$ cat src/rtl/dtg_pkg.sv
package dtg_pkg;

  // Source selection encoding carried on mode_sel
  typedef enum logic {
    SRC_CMP   = 1'b0,
    SRC_PULSE = 1'b1
  } src_sel_e;

  // Which output is waiting for the dead time to run out
  typedef enum logic {
    TGT_OUT0 = 1'b0,
    TGT_OUT1 = 1'b1
  } turn_on_tgt_e;

  localparam int unsigned DTG_DEF_CNT_W = 16;

endpackage

$ cat src/rtl/dtg_edge.sv
module dtg_edge
  import dtg_pkg::*;
(
  input  logic clk,
  input  logic rst_n,
  input  logic enable,
  input  logic mode_sel,
  input  logic cmp_src,
  input  logic pulse_src,
  output logic src_now,
  output logic entry,
  output logic rise,
  output logic fall
);

  src_sel_e sel;
  logic     src_q, src_d;
  logic     en_q, en_d;
  logic     mode_q, mode_d;

  assign sel = src_sel_e'(mode_sel);

  // Source multiplexer
  always_comb begin
    unique case (sel)
      SRC_CMP:   src_now = cmp_src;
      SRC_PULSE: src_now = pulse_src;
      default:   src_now = 1'b0;
    endcase
  end

  // Mode entry and edge qualification
  always_comb begin
    entry = enable && (!en_q || (mode_sel != mode_q));
    rise  = enable && !entry && src_now && !src_q;
    fall  = enable && !entry && !src_now && src_q;
    src_d  = src_now;
    en_d   = enable;
    mode_d = mode_sel;
  end

  always_ff @(posedge clk or negedge rst_n) begin
    if (!rst_n) begin
      src_q  <= 1'b0;
      en_q   <= 1'b0;
      mode_q <= 1'b0;
    end else begin
      src_q  <= src_d;
      en_q   <= en_d;
      mode_q <= mode_d;
    end
  end

endmodule

$ cat src/rtl/dtg_counter.sv
module dtg_counter #(
  parameter int unsigned CNT_W = 16
) (
  input  logic             clk,
  input  logic             rst_n,
  input  logic             stop,
  input  logic             load,
  input  logic [CNT_W-1:0] value,
  output logic             expire
);

  logic [CNT_W-1:0] cnt_q, cnt_d;
  logic             run_q, run_d;
  logic             cnt_en;

  always_comb begin
    run_d  = run_q;
    cnt_d  = cnt_q;
    cnt_en = 1'b0;
    expire = 1'b0;
    if (stop) begin
      run_d = 1'b0;
    end else if (load) begin
      run_d  = 1'b1;
      cnt_d  = value;
      cnt_en = 1'b1;
    end else if (run_q) begin
      if (cnt_q == '0) begin
        run_d  = 1'b0;
        expire = 1'b1;
      end else begin
        cnt_d  = cnt_q - 1'b1;
        cnt_en = 1'b1;
      end
    end
  end

  always_ff @(posedge clk or negedge rst_n) begin
    if (!rst_n) begin
      run_q <= 1'b0;
    end else begin
      run_q <= run_d;
    end
  end

  always_ff @(posedge clk or negedge rst_n) begin
    if (!rst_n) begin
      cnt_q <= '0;
    end else if (cnt_en) begin
      cnt_q <= cnt_d;
    end
  end

  // A finished count cannot report expiry on two consecutive cycles
  assert_expire_single_R6: assert property (@(posedge clk) disable iff (!rst_n)
    expire |=> !expire);

  // A stop request always cancels a running count
  assert_stop_cancels_R10: assert property (@(posedge clk) disable iff (!rst_n)
    stop |=> !expire);

endmodule

$ cat src/rtl/dtg_out_ctrl.sv
module dtg_out_ctrl
  import dtg_pkg::*;
(
  input  logic clk,
  input  logic rst_n,
  input  logic enable,
  input  logic entry,
  input  logic rise,
  input  logic fall,
  input  logic expire,
  input  logic src_now,
  output logic act0,
  output logic act1
);

  logic         act0_d, act1_d;
  turn_on_tgt_e tgt_q, tgt_d;

  always_comb begin
    act0_d = act0;
    act1_d = act1;
    tgt_d  = tgt_q;
    if (!enable) begin
      act0_d = 1'b0;
      act1_d = 1'b0;
    end else if (entry) begin
      act0_d = src_now;
      act1_d = !src_now;
    end else if (rise) begin
      act1_d = 1'b0;
      tgt_d  = TGT_OUT0;
    end else if (fall) begin
      act0_d = 1'b0;
      tgt_d  = TGT_OUT1;
    end else if (expire) begin
      if (tgt_q == TGT_OUT0) act0_d = 1'b1;
      else                   act1_d = 1'b1;
    end
  end

  always_ff @(posedge clk or negedge rst_n) begin
    if (!rst_n) begin
      act0  <= 1'b0;
      act1  <= 1'b0;
      tgt_q <= TGT_OUT0;
    end else begin
      act0  <= act0_d;
      act1  <= act1_d;
      tgt_q <= tgt_d;
    end
  end

  assert_no_overlap_R9: assert property (@(posedge clk) disable iff (!rst_n)
    !(act0 && act1));

  assert_rise_turns_off_R3: assert property (@(posedge clk) disable iff (!rst_n)
    rise |=> !act1);

  assert_fall_turns_off_R4: assert property (@(posedge clk) disable iff (!rst_n)
    fall |=> !act0);

  assert_disabled_idle_R1: assert property (@(posedge clk) disable iff (!rst_n)
    !enable |=> (!act0 && !act1));

  assert_entry_preload_R2: assert property (@(posedge clk) disable iff (!rst_n)
    entry |=> (act0 == $past(src_now)) && (act1 == !$past(src_now)));

endmodule

$ cat src/rtl/dead_time_gen.sv
module dead_time_gen
  import dtg_pkg::*;
#(
  parameter int unsigned CNT_W = DTG_DEF_CNT_W
) (
  input  logic             clk,
  input  logic             rst_n,
  input  logic             enable,
  input  logic             mode_sel,
  input  logic             polarity,
  input  logic [CNT_W-1:0] dead_time,
  input  logic             cmp_src,
  input  logic             pulse_src,
  output logic             out0,
  output logic             out1
);

  logic src_now, entry, rise, fall;
  logic expire, cnt_stop, cnt_load;
  logic act0, act1;

  dtg_edge u_edge (
    .clk       (clk),
    .rst_n     (rst_n),
    .enable    (enable),
    .mode_sel  (mode_sel),
    .cmp_src   (cmp_src),
    .pulse_src (pulse_src),
    .src_now   (src_now),
    .entry     (entry),
    .rise      (rise),
    .fall      (fall)
  );

  assign cnt_stop = !enable || entry;
  assign cnt_load = rise || fall;

  dtg_counter #(.CNT_W(CNT_W)) u_counter (
    .clk    (clk),
    .rst_n  (rst_n),
    .stop   (cnt_stop),
    .load   (cnt_load),
    .value  (dead_time),
    .expire (expire)
  );

  dtg_out_ctrl u_out (
    .clk     (clk),
    .rst_n   (rst_n),
    .enable  (enable),
    .entry   (entry),
    .rise    (rise),
    .fall    (fall),
    .expire  (expire),
    .src_now (src_now),
    .act0    (act0),
    .act1    (act1)
  );

  // Polarity applies to the logical state with no register delay
  assign out0 = act0 ^ polarity;
  assign out1 = act1 ^ polarity;

  // A turn-on only ever follows a quiet cycle of the source
  assert_turn_on_quiet_R5: assert property (@(posedge clk) disable iff (!rst_n)
    $rose(act0) |-> $past(!cnt_load) && !$past(!enable));

endmodule

$ cat config.mk
export PLATFORM = sky130hd
export DESIGN_NAME = dead_time_gen
export DESIGN_NICKNAME = d
export VERILOG_FILES = /design/src/rtl/dtg_pkg.sv /design/src/rtl/dtg_edge.sv /design/src/rtl/dtg_counter.sv /design/src/rtl/dtg_out_ctrl.sv /design/src/rtl/dead_time_gen.sv
export SDC_FILE = /design/constraint.sdc
export NUM_CORES = 1
export LEC_CHECK = 0
export BUFFER_PORTS_ARGS = -buffer_cell sky130_fd_sc_hd__buf_2
export CAP_MARGIN = 5
export CELL_PAD_IN_SITES_DETAIL_PLACEMENT = 2
export CELL_PAD_IN_SITES_GLOBAL_PLACEMENT = 2
export CORE_MARGIN = 1
export CORE_UTILIZATION = 36
export DETAILED_ROUTE_END_ITERATION = 16
export PLACE_DENSITY_LB_ADDON = 0.1
export SYNTH_ARGS = -nofsm -noshare
export SYNTH_HDL_FRONTEND = slang
export SYNTH_SLANG_ARGS = --single-unit
$ cat constraint.sdc
create_clock -name clk -period 2.56 [get_ports clk]
set_input_delay 0.768 -clock clk [delete_from_list [all_inputs] [get_ports clk]]
set_output_delay 0.768 -clock clk [all_outputs]
set_load 0.1 [all_outputs]
==> results_dict.tcl, run 1 <==
set metrics [dict create \
    io_pins 25 \
    leakage_nw 0.679 \
    critPathSlowestCell "xor2_2" \
    timing.critical_path.fanout_max 2 \
    number_of_global_route_vias_before_repair 1369 \
    antenna_cells_inserted 0 \
    rsz0062_at_grt "false" \
    synth-warning-count 0 \
    cp_cell_sequence "buf_2 > xor2_2 > buf_12" \
    die-area_um2 4040 \
    synth_top_cell_area_share_pct 42.2 \
    route.met3.wl_um 76 \
    yosys-top-cells-area "dfrtp_1, xor2_1, nand2_1" \
    cts.htree.levels 1 \
    residual_drc 0 \
    place_congestion 0.767 \
    setup_total_negative_slack_ps 0 \
    yosysSeqAreaShare_pct 42.2 \
    wl_met2_um 2040 \
    largest_vdd_supply_drop_uv 271 \
    worst-setup-path-type "in -> out" \
    arrival_ps 1330 \
    ant_nets 0 \
    setup.worst_path.end_class "primary output" \
    ys_top_cells_by_count "dfrtp_1, nand2_1, nor2_1" \
    tritoncts "yes" \
    worstReg2RegEnd "u_out.act1" \
    cap_violations 0 \
    vias_per_cell 5.48 \
    netlist.top_cell.by_area "dfrtp_1" \
    crit-reg2reg-launch "u_counter.cnt_q[2]" \
    reg2reg_setup_slack_ps 650 \
    dp.final_hpwl_um 3030 \
    core_area_um2 3470 \
    cts_setup_buffers 0 \
    postRouteWirelength_um 3890 \
    count_of_standard_cell_rows 21 \
    syn-mean-instance-area_um2 9.15 \
    cts.repair.resized 0 \
    critPathRequiredTime_ps 1790 \
    critPathLaunchType "input pin" \
    chipWidth_um 63.6 \
    slew-limit-headroom_pct 63.6 \
    grt.overflow.total 0 \
    vias_post_dr 1228 \
    die_height_um 63.6 \
    number_of_buffers_inserted_during_clock_tree_synthesis 3 \
    area.growth.synth_to_final_pct 21.2 \
    netlist_instances 149 \
    final_max_slew_viol_count 0 \
    detailed_router_iteration_count_before_antenna_repair 4 \
    multi_input_area_um2 771 \
    uppermost_layer_routed "met4" \
    tightestPinTransition_ps 546 \
    route.layer.met1.wl_um 1730 \
    finish.net_count 204 \
    setup_viol 0 \
    nFillCells 393 \
    grt_first_pass_wirelength_um 6760 \
    run_status "completed" \
    cts-root-buf "clkbuf_8" \
    synth_async_sr_flop_share_pct 100 \
    worst_hold_path_type "in -> async" \
    finClkSkew_ps 9.03 \
    reg2reg_path_depth 5 \
    dominant_synthesized_flop_cell "dfrtp_1" \
    clock_sinks 23 \
    register_area_um2 576 \
    mappedNetlistNets 174 \
    numPortBuffers 24 \
    netlist-cell-type-count 39 \
    netlist_area_um2 1360 \
    cts_hold_repair.buffers 0 \
    hold_viol 0 \
    ys_seq_elements 23 \
    power_density_nw_per_um2 724 \
    yosys.cell_count.top_type "dfrtp_1" \
    clock_pin_slew_on_the_worst_setup_and_hold_paths_ps 90 \
    drt-wirelength-per-cell_um 17.4 \
    hold_ws_ps 467 \
    start_util_pct 39.3 \
    layout_min_cycle_time_ps 2100 \
    timing.fmax_mhz 477 \
    cts_buffer_depth 2 \
    post_synth_edffs 0 \
    antenna_violations_before_repair 0 \
    crit_share_post_route_pct 81.8 \
    grt_max_degree 24 \
    insertion_delay_ps 270 \
    globalRouteTotalUtil_pct 21.9 \
    drive_gt1_share_pct 26.4 \
    worst_path_max_stage_delay_ps 220 \
    drtIter0Drc 64 \
]
[power by group]
group / switching (mW) / internal (mW) / leakage (nW)
Sequential: 0.118 / 0.457 / 0.278
Combinational: 0.224 / 0.164 / 0.376
Clock: 0.125 / 0.109 / 0.0255
[stage by stage]
step           cell area (µm²)  utilization (%)  instances  setup WS, ps  power, mW
2_1_floorplan             1380                -        149           136      0.817
3_3_place_gp              1610             46.3        220           331      0.930
3_5_place_dp              1610             46.3        220           268      0.970
4_1_cts                   1650             47.7        224           454       1.21
5_1_grt                   1650             47.7        224           440       1.27
6_report                  1650             47.7        224           465       1.20
[placed cells by master (no fill, tap or decap), types with 6 or more instances in the layout]
cell     count
o21ai_0      7
nand2_1     16
nand4_1      8
buf_2       22
nor2_1      15
xor2_1      12
dfrtp_1     23
a21oi_1      6
o21ai_1      9
[final cells by class]
cell class | count | share of cell area [%]
clock inverters | 1 | 0.303
clock buffers | 3 | 2.50
well taps | 46 | 3.48
repair buffers | 29 | 11.4
multi-input cells | 118 | 46.6
flip-flops and latches | 23 | 34.8
inverters | 4 | 0.908
[layer usage]
metal / track usage, % / up-vias
met5: 0 / -
met4: 7.10 / 0
met3: 2.72 / 6
met2: 39.8 / 20
met1: 26.3 / 613
li1: - / 589
[worst max-delay path, delay by kind of cell]
kind                      cells  cell delay (ps)
buffers and inverters         2              340
xor gates and xnor gates      1              220
[logic make-up after synthesis]
logic type               count (synthesis)  share of synthesized area [%]
XOR/XNOR                                16                           10.8
multiplexers                             1                           1.01
flip-flops                              23                           42.2
adder cells (fa/ha/maj)                  2                           1.83
buffers and inverters                    8                           2.39
AND/OR/NAND/NOR                         67                           26.8
AO/OA/AOI/OAI                           32                           15.0
[flip-flops by register name (all words and copies together) (netlist names)]
signal	count
u_counter.cnt_q	16
u_counter.run_q	1
u_edge.en_q	1
u_edge.mode_q	1
u_edge.src_q	1
u_out.act0	1
u_out.act1	1
u_out.tgt_q	1
[how the worst max path moves through the flow]
stage               startpoint            endpoint  cells past startpoint
floorplan             polarity                out0                      1
global placement      mode_sel  u_counter.cnt_q[5]                      6
detailed placement    mode_sel  u_counter.cnt_q[5]                      6
CTS                   polarity                out1                      3
global route          polarity                out1                      3
finish                polarity                out1                      3
Note: power is estimated with default switching activity, not from simulation.
==> run 2: changes to the inputs <==
--- a/config.mk
+++ b/config.mk
@@ -10,7 +10,7 @@
 export CELL_PAD_IN_SITES_DETAIL_PLACEMENT = 2
 export CELL_PAD_IN_SITES_GLOBAL_PLACEMENT = 2
 export CORE_MARGIN = 1
-export CORE_UTILIZATION = 36
+export CORE_UTILIZATION = 30
 export DETAILED_ROUTE_END_ITERATION = 16
 export PLACE_DENSITY_LB_ADDON = 0.1
 export SYNTH_ARGS = -nofsm -noshare
==> constraint.sdc (replaced) <==
create_clock -name clk -period 1.9 [get_ports clk]
set_input_delay 0.57 -clock clk [delete_from_list [all_inputs] [get_ports clk]]
set_output_delay 0.57 -clock clk [all_outputs]
set_load 0.1 [all_outputs]
==> run 2 against run 1 <==
  * Core utilization down 4.3 points
  * First-iteration DRC count shrank 14%
  * Sequential cell count unchanged
  * Non-clock buffer count is 18 higher
  * Clock skew is 6.3 ps lower
  * Critical path type is now reg -> reg
  * Critical endpoint is now u_counter.cnt_q[6]
  * Largest power group unchanged
==> results_dict.tcl, run 2 (synthesis gave the netlist of run 1 again) <==
set metrics [dict create \
    setup_viol 0 \
    flip_flop_count_of_the_largest_register_after_layout 16 \
    reg2reg_path_depth 6 \
    rsz0062_at_grt "true" \
    registers.top_by_ff_count "u_counter.cnt_q" \
    cts-root-buf "clkbuf_8" \
    hold_ws_ps 280 \
    number_of_global_route_vias_before_repair 1514 \
    run_status "completed" \
    layout_min_cycle_time_ps 1890 \
    ant_nets 0 \
    leakage_nw 0.779 \
    postRouteWirelength_um 4440 \
    hold_viol 0 \
    critPathLaunchType "flop" \
    cts.htree.levels 1 \
    finClkSkew_ps 2.76 \
    crit-reg2reg-launch "u_counter.cnt_q[4]" \
    count_of_standard_cell_rows 24 \
    detailed_router_iteration_count_before_antenna_repair 4 \
    timing.fmax_mhz 529 \
    largest_vdd_supply_drop_uv 544 \
    power_density_nw_per_um2 958 \
    drive_gt1_share_pct 36.7 \
    crit_share_post_route_pct 99.4 \
    start_util_pct 31.3 \
    place_congestion 0.778 \
    clock_sinks 23 \
    cts_buffer_depth 2 \
    finish.net_count 222 \
    area.growth.synth_to_final_pct 38.4 \
    worst_hold_path_type "in -> async" \
    nFillCells 491 \
    cts_hold_repair.buffers 0 \
    setup.worst_path.end_class "flop" \
    vias_post_dr 1325 \
    numPortBuffers 24 \
    residual_drc 0 \
    worst-setup-path-type "reg -> reg" \
    die-area_um2 4820 \
    drt-wirelength-per-cell_um 17.9 \
    multi_input_area_um2 843 \
    antenna_cells_inserted 0 \
    grt_max_degree 24 \
    final_max_slew_viol_count 0 \
    insertion_delay_ps 270 \
    chipWidth_um 69.4 \
    arrival_ps 2080 \
    antenna_violations_before_repair 0 \
    clock_pin_slew_on_the_worst_setup_and_hold_paths_ps 90 \
    vias_per_cell 5.34 \
    worstReg2RegEnd "u_counter.cnt_q[6]" \
    slew-limit-headroom_pct 61.5 \
    dp.final_hpwl_um 3230 \
    power_mw 1.81 \
    setup_total_negative_slack_ps 0 \
    die_height_um 69.4 \
    tightestPinTransition_ps 577 \
    reg2reg_setup_slack_ps 10 \
    core_area_um2 4350 \
    globalRouteTotalUtil_pct 19.3 \
    mostFrequentLayoutCells "buf_2, dfrtp_1, buf_4, nor2_1, nand2_1" \
    grt.overflow.total 0 \
    tritoncts "yes" \
    register_area_um2 577 \
    critPathRequiredTime_ps 2090 \
    drtIter0Drc 55 \
    number_of_buffers_inserted_during_clock_tree_synthesis 3 \
    timing.critical_path.fanout_max 3 \
    io_pins 25 \
    grt_first_pass_wirelength_um 7440 \
    cap_violations 0 \
]
-- run 2: power by group --
part	switching (mW)	internal, mW
logic	0.362	0.335
registers	0.168	0.617
clock network	0.178	0.151
-- run 2: metrics by stage --
step	setup WS [ps]	cell area, µm²	utilization [%]	instances
after floorplan	71.1	1400	-	149
after global placement	-62.8	1720	39.6	236
after detailed placement	-136	1720	39.6	236
after CTS	3.80	1810	41.5	244
after global routing	-71.4	1890	43.4	248
final	10.5	1890	43.4	248
-- run 2: worst max-delay path by stage --
stage | startpoint | to | slack, ps
global route | u_counter.cnt_q[4] | u_counter.cnt_q[6] | -70
detailed placement | mode_sel | u_counter.cnt_q[5] | -140
CTS | u_counter.cnt_q[0] | u_counter.cnt_q[5] | 4
global placement | mode_sel | u_counter.cnt_q[5] | -60
floorplan | mode_sel | u_counter.cnt_q[5] | 70
finish | u_counter.cnt_q[4] | u_counter.cnt_q[6] | 10
-- run 2: area by class of cell --
class | instances | share of cell area [%]
clock buffer | 4 | 2.39
inverter | 4 | 0.795
sequential | 23 | 30.6
tap | 52 | 3.45
multi-input combinational | 118 | 44.7
timing repair buffer | 47 | 18.2
-- run 2: timing repair --
item | CTS | global route
resized for setup | 2 | 13
endpoints found under the setup margin | 2 | 10
pin swaps | 3 | 8
setup buffers | 4 | 4
gates cloned | 0 | 0
-- run 2: critical path, cell delays in order (launching register included) --
cell     delay [ps]
dfrtp_1         390
or4_4           560
buf_6           140
nor4_1          240
o21ai_1         110
xor2_1          150
a21oi_1         200
-- run 2: routing by layer --
metal	GRT usage, %	routed length [µm]	share of wire (%)	vias up
met4	4.76	39	0.88	0
met1	23.2	1880	42	673
met5	0	0	0	-
met2	35.3	2410	54	20
met3	3.34	105	2.4	4
li1	-	-	-	628
==> run 3: changes to the inputs <==
--- a/config.mk
+++ b/config.mk
@@ -10,9 +10,11 @@
 export CELL_PAD_IN_SITES_DETAIL_PLACEMENT = 2
 export CELL_PAD_IN_SITES_GLOBAL_PLACEMENT = 2
 export CORE_MARGIN = 1
-export CORE_UTILIZATION = 30
+export CORE_UTILIZATION = 31
+export CTS_BUF_LIST = sky130_fd_sc_hd__clkbuf_8
 export DETAILED_ROUTE_END_ITERATION = 16
 export PLACE_DENSITY_LB_ADDON = 0.1
 export SYNTH_ARGS = -nofsm -noshare
 export SYNTH_HDL_FRONTEND = slang
 export SYNTH_SLANG_ARGS = --single-unit
+export TNS_END_PERCENT = 5
==> run 3 against run 2 <==
  * Via count fell by 3.2%
  * First-iteration DRC count fell by 31%
  * Power fell by 4.5%
==> results_dict.tcl, run 3 (synthesis gave the netlist of run 1 again) <==
set metrics [dict create \
    place_congestion 0.801 \
    flip_flop_count_of_the_largest_register_after_layout 16 \
    cts.htree.levels 1 \
    met2_usage_pct 35.8 \
    critPathLaunchType "flop" \
    worst_path_max_stage_delay_ps 580 \
    cp_cell_sequence "or4_4 > or2_4 > o21ai_2 > xor2_2 > a21oi_2" \
    cts_hold_repair.buffers 0 \
    drtIter0Drc 38 \
    tritoncts "yes" \
    residual_drc 0 \
    finClkSkew_ps 2.31 \
    antenna_violations_before_repair 0 \
    cts-root-buf "clkbuf_8" \
    critPathSlowestCell "or4_4" \
    use_met3_pct 2.83 \
    clock_pin_slew_on_the_worst_setup_and_hold_paths_ps 90 \
    core_area_um2 4120 \
    critical_path_buf_inv_count 0 \
    final_max_slew_viol_count 0 \
    grt.overflow.total 0 \
    registers.top_by_ff_count "u_counter.cnt_q" \
    detailed_router_iteration_count_before_antenna_repair 3 \
    reg2reg_setup_slack_ps 0.9 \
    chipWidth_um 68.3 \
    ant_nets 0 \
    cap_violations 0 \
    vias_per_cell 5.35 \
    final_core_area_utilization_pct 44.3 \
    antenna_cells_inserted 0 \
    io_pins 25 \
    postRouteWirelength_um 4360 \
    critical-path-top-delay-family "simple AND/OR/NAND/NOR gates" \
    die-area_um2 4670 \
    register_area_um2 576 \
    worst-setup-path-type "reg -> reg" \
    worst_hold_path_type "in -> async" \
    final_common_cell "dfrtp_1" \
    numPortBuffers 24 \
    area.growth.synth_to_final_pct 33.7 \
    number_of_global_route_vias_before_repair 1351 \
    number_of_buffers_inserted_during_clock_tree_synthesis 3 \
    drt-wirelength-per-cell_um 18.2 \
    setup_viol 0 \
    dpl.cell_count 234 \
    hold_viol 0 \
    tightestPinTransition_ps 548 \
    power_density_nw_per_um2 947 \
    cts_buffer_depth 2 \
    grt_max_degree 24 \
    crit_share_post_route_pct 100 \
    grt_first_pass_wirelength_um 6570 \
    layout_min_cycle_time_ps 1900 \
    setup.worst_path.end_class "flop" \
    use_met1_pct 23.2 \
    post_layout_nonfiller_instances 240 \
    count_of_standard_cell_rows 23 \
    arrival_ps 2060 \
    most_utilized_layer_in_the_global_route_result "met2" \
    slew-limit-headroom_pct 63.5 \
    insertion_delay_ps 270 \
    largest_vdd_supply_drop_uv 414 \
    die_height_um 68.3 \
    finish.net_count 216 \
    critPathRequiredTime_ps 2060 \
    drive_gt1_share_pct 35.3 \
    timing.fmax_mhz 527 \
    globalRouteTotalUtil_pct 19.6 \
    leakage_nw 0.747 \
    clock_sinks 23 \
    multi_input_area_um2 840 \
    mostFrequentLayoutCells "dfrtp_1, buf_2, nor2_1, nand2_1, buf_4" \
    vias_post_dr 1283 \
    nFillCells 462 \
    start_util_pct 33.1 \
    rsz0062_at_grt "true" \
    dp.final_hpwl_um 3160 \
    run_status "completed" \
    timing.critical_path.fanout_max 6 \
]
==> run 3: final cells by class <==
type	instances	share of cell area, %
sequential	23	31.6
clock inverter	1	0.206
clock buffer	3	2.26
inverter	4	0.824
timing repair buffer	41	15.6
multi-input combinational	118	46.1
tap	50	3.43
==> run 3: final timing paths <==
path / start / cells past startpoint / endpoint
setup reg to reg: u_counter.cnt_q[4] / 5 / u_counter.cnt_q[6]
hold reg to reg: u_counter.cnt_q[1] / 2 / u_counter.cnt_q[1]
hold / removal: rst_n / 1 / u_counter.cnt_q[14]
min in group clk: enable / 1 / u_edge.en_q
max in group asynchronous: rst_n / 1 / u_counter.cnt_q[1]
setup / recovery: u_counter.cnt_q[4] / 5 / u_counter.cnt_q[6]
==> run 3: where the power goes <==
| group | total, mW | leakage, nW | switching, mW | internal [mW] |
|---|---|---|---|---|
| Combinational | 0.634 | 0.442 | 0.350 | 0.284 |
| Sequential | 0.777 | 0.278 | 0.162 | 0.615 |
| Clock | 0.316 | 0.0269 | 0.171 | 0.145 |
| Total | 1.73 | 0.747 | 0.683 | 1.04 |
==> run 3: per-stage QoR <==
stage               total power, mW  hold slack, ps  setup slack (ps)  area (µm²)  setup TNS [ps]
floorplan                      1.10             274              -128        1390            -128
global placement               1.30             525             -79.8        1700            -355
detailed placement             1.34             544              -122        1700            -919
CTS                            1.67             299             -6.24        1760           -9.16
global route                   1.84             303             -69.4        1820            -277
finish                         1.73             275             0.902        1820               0
==> run 3: what timing repair did <==
item                                    CTS  global route
pin swaps                                 2             8
gates resized for setup                   4            10
endpoints found under the setup margin    1            12
setup buffers                             0             2
==> run 3: layer usage <==
metal  routed length, µm  share of wire (%)
met1                1860                 43
met2                2360                 54
met3                  97                2.2
met4                  46                1.1
met5                   0                  0
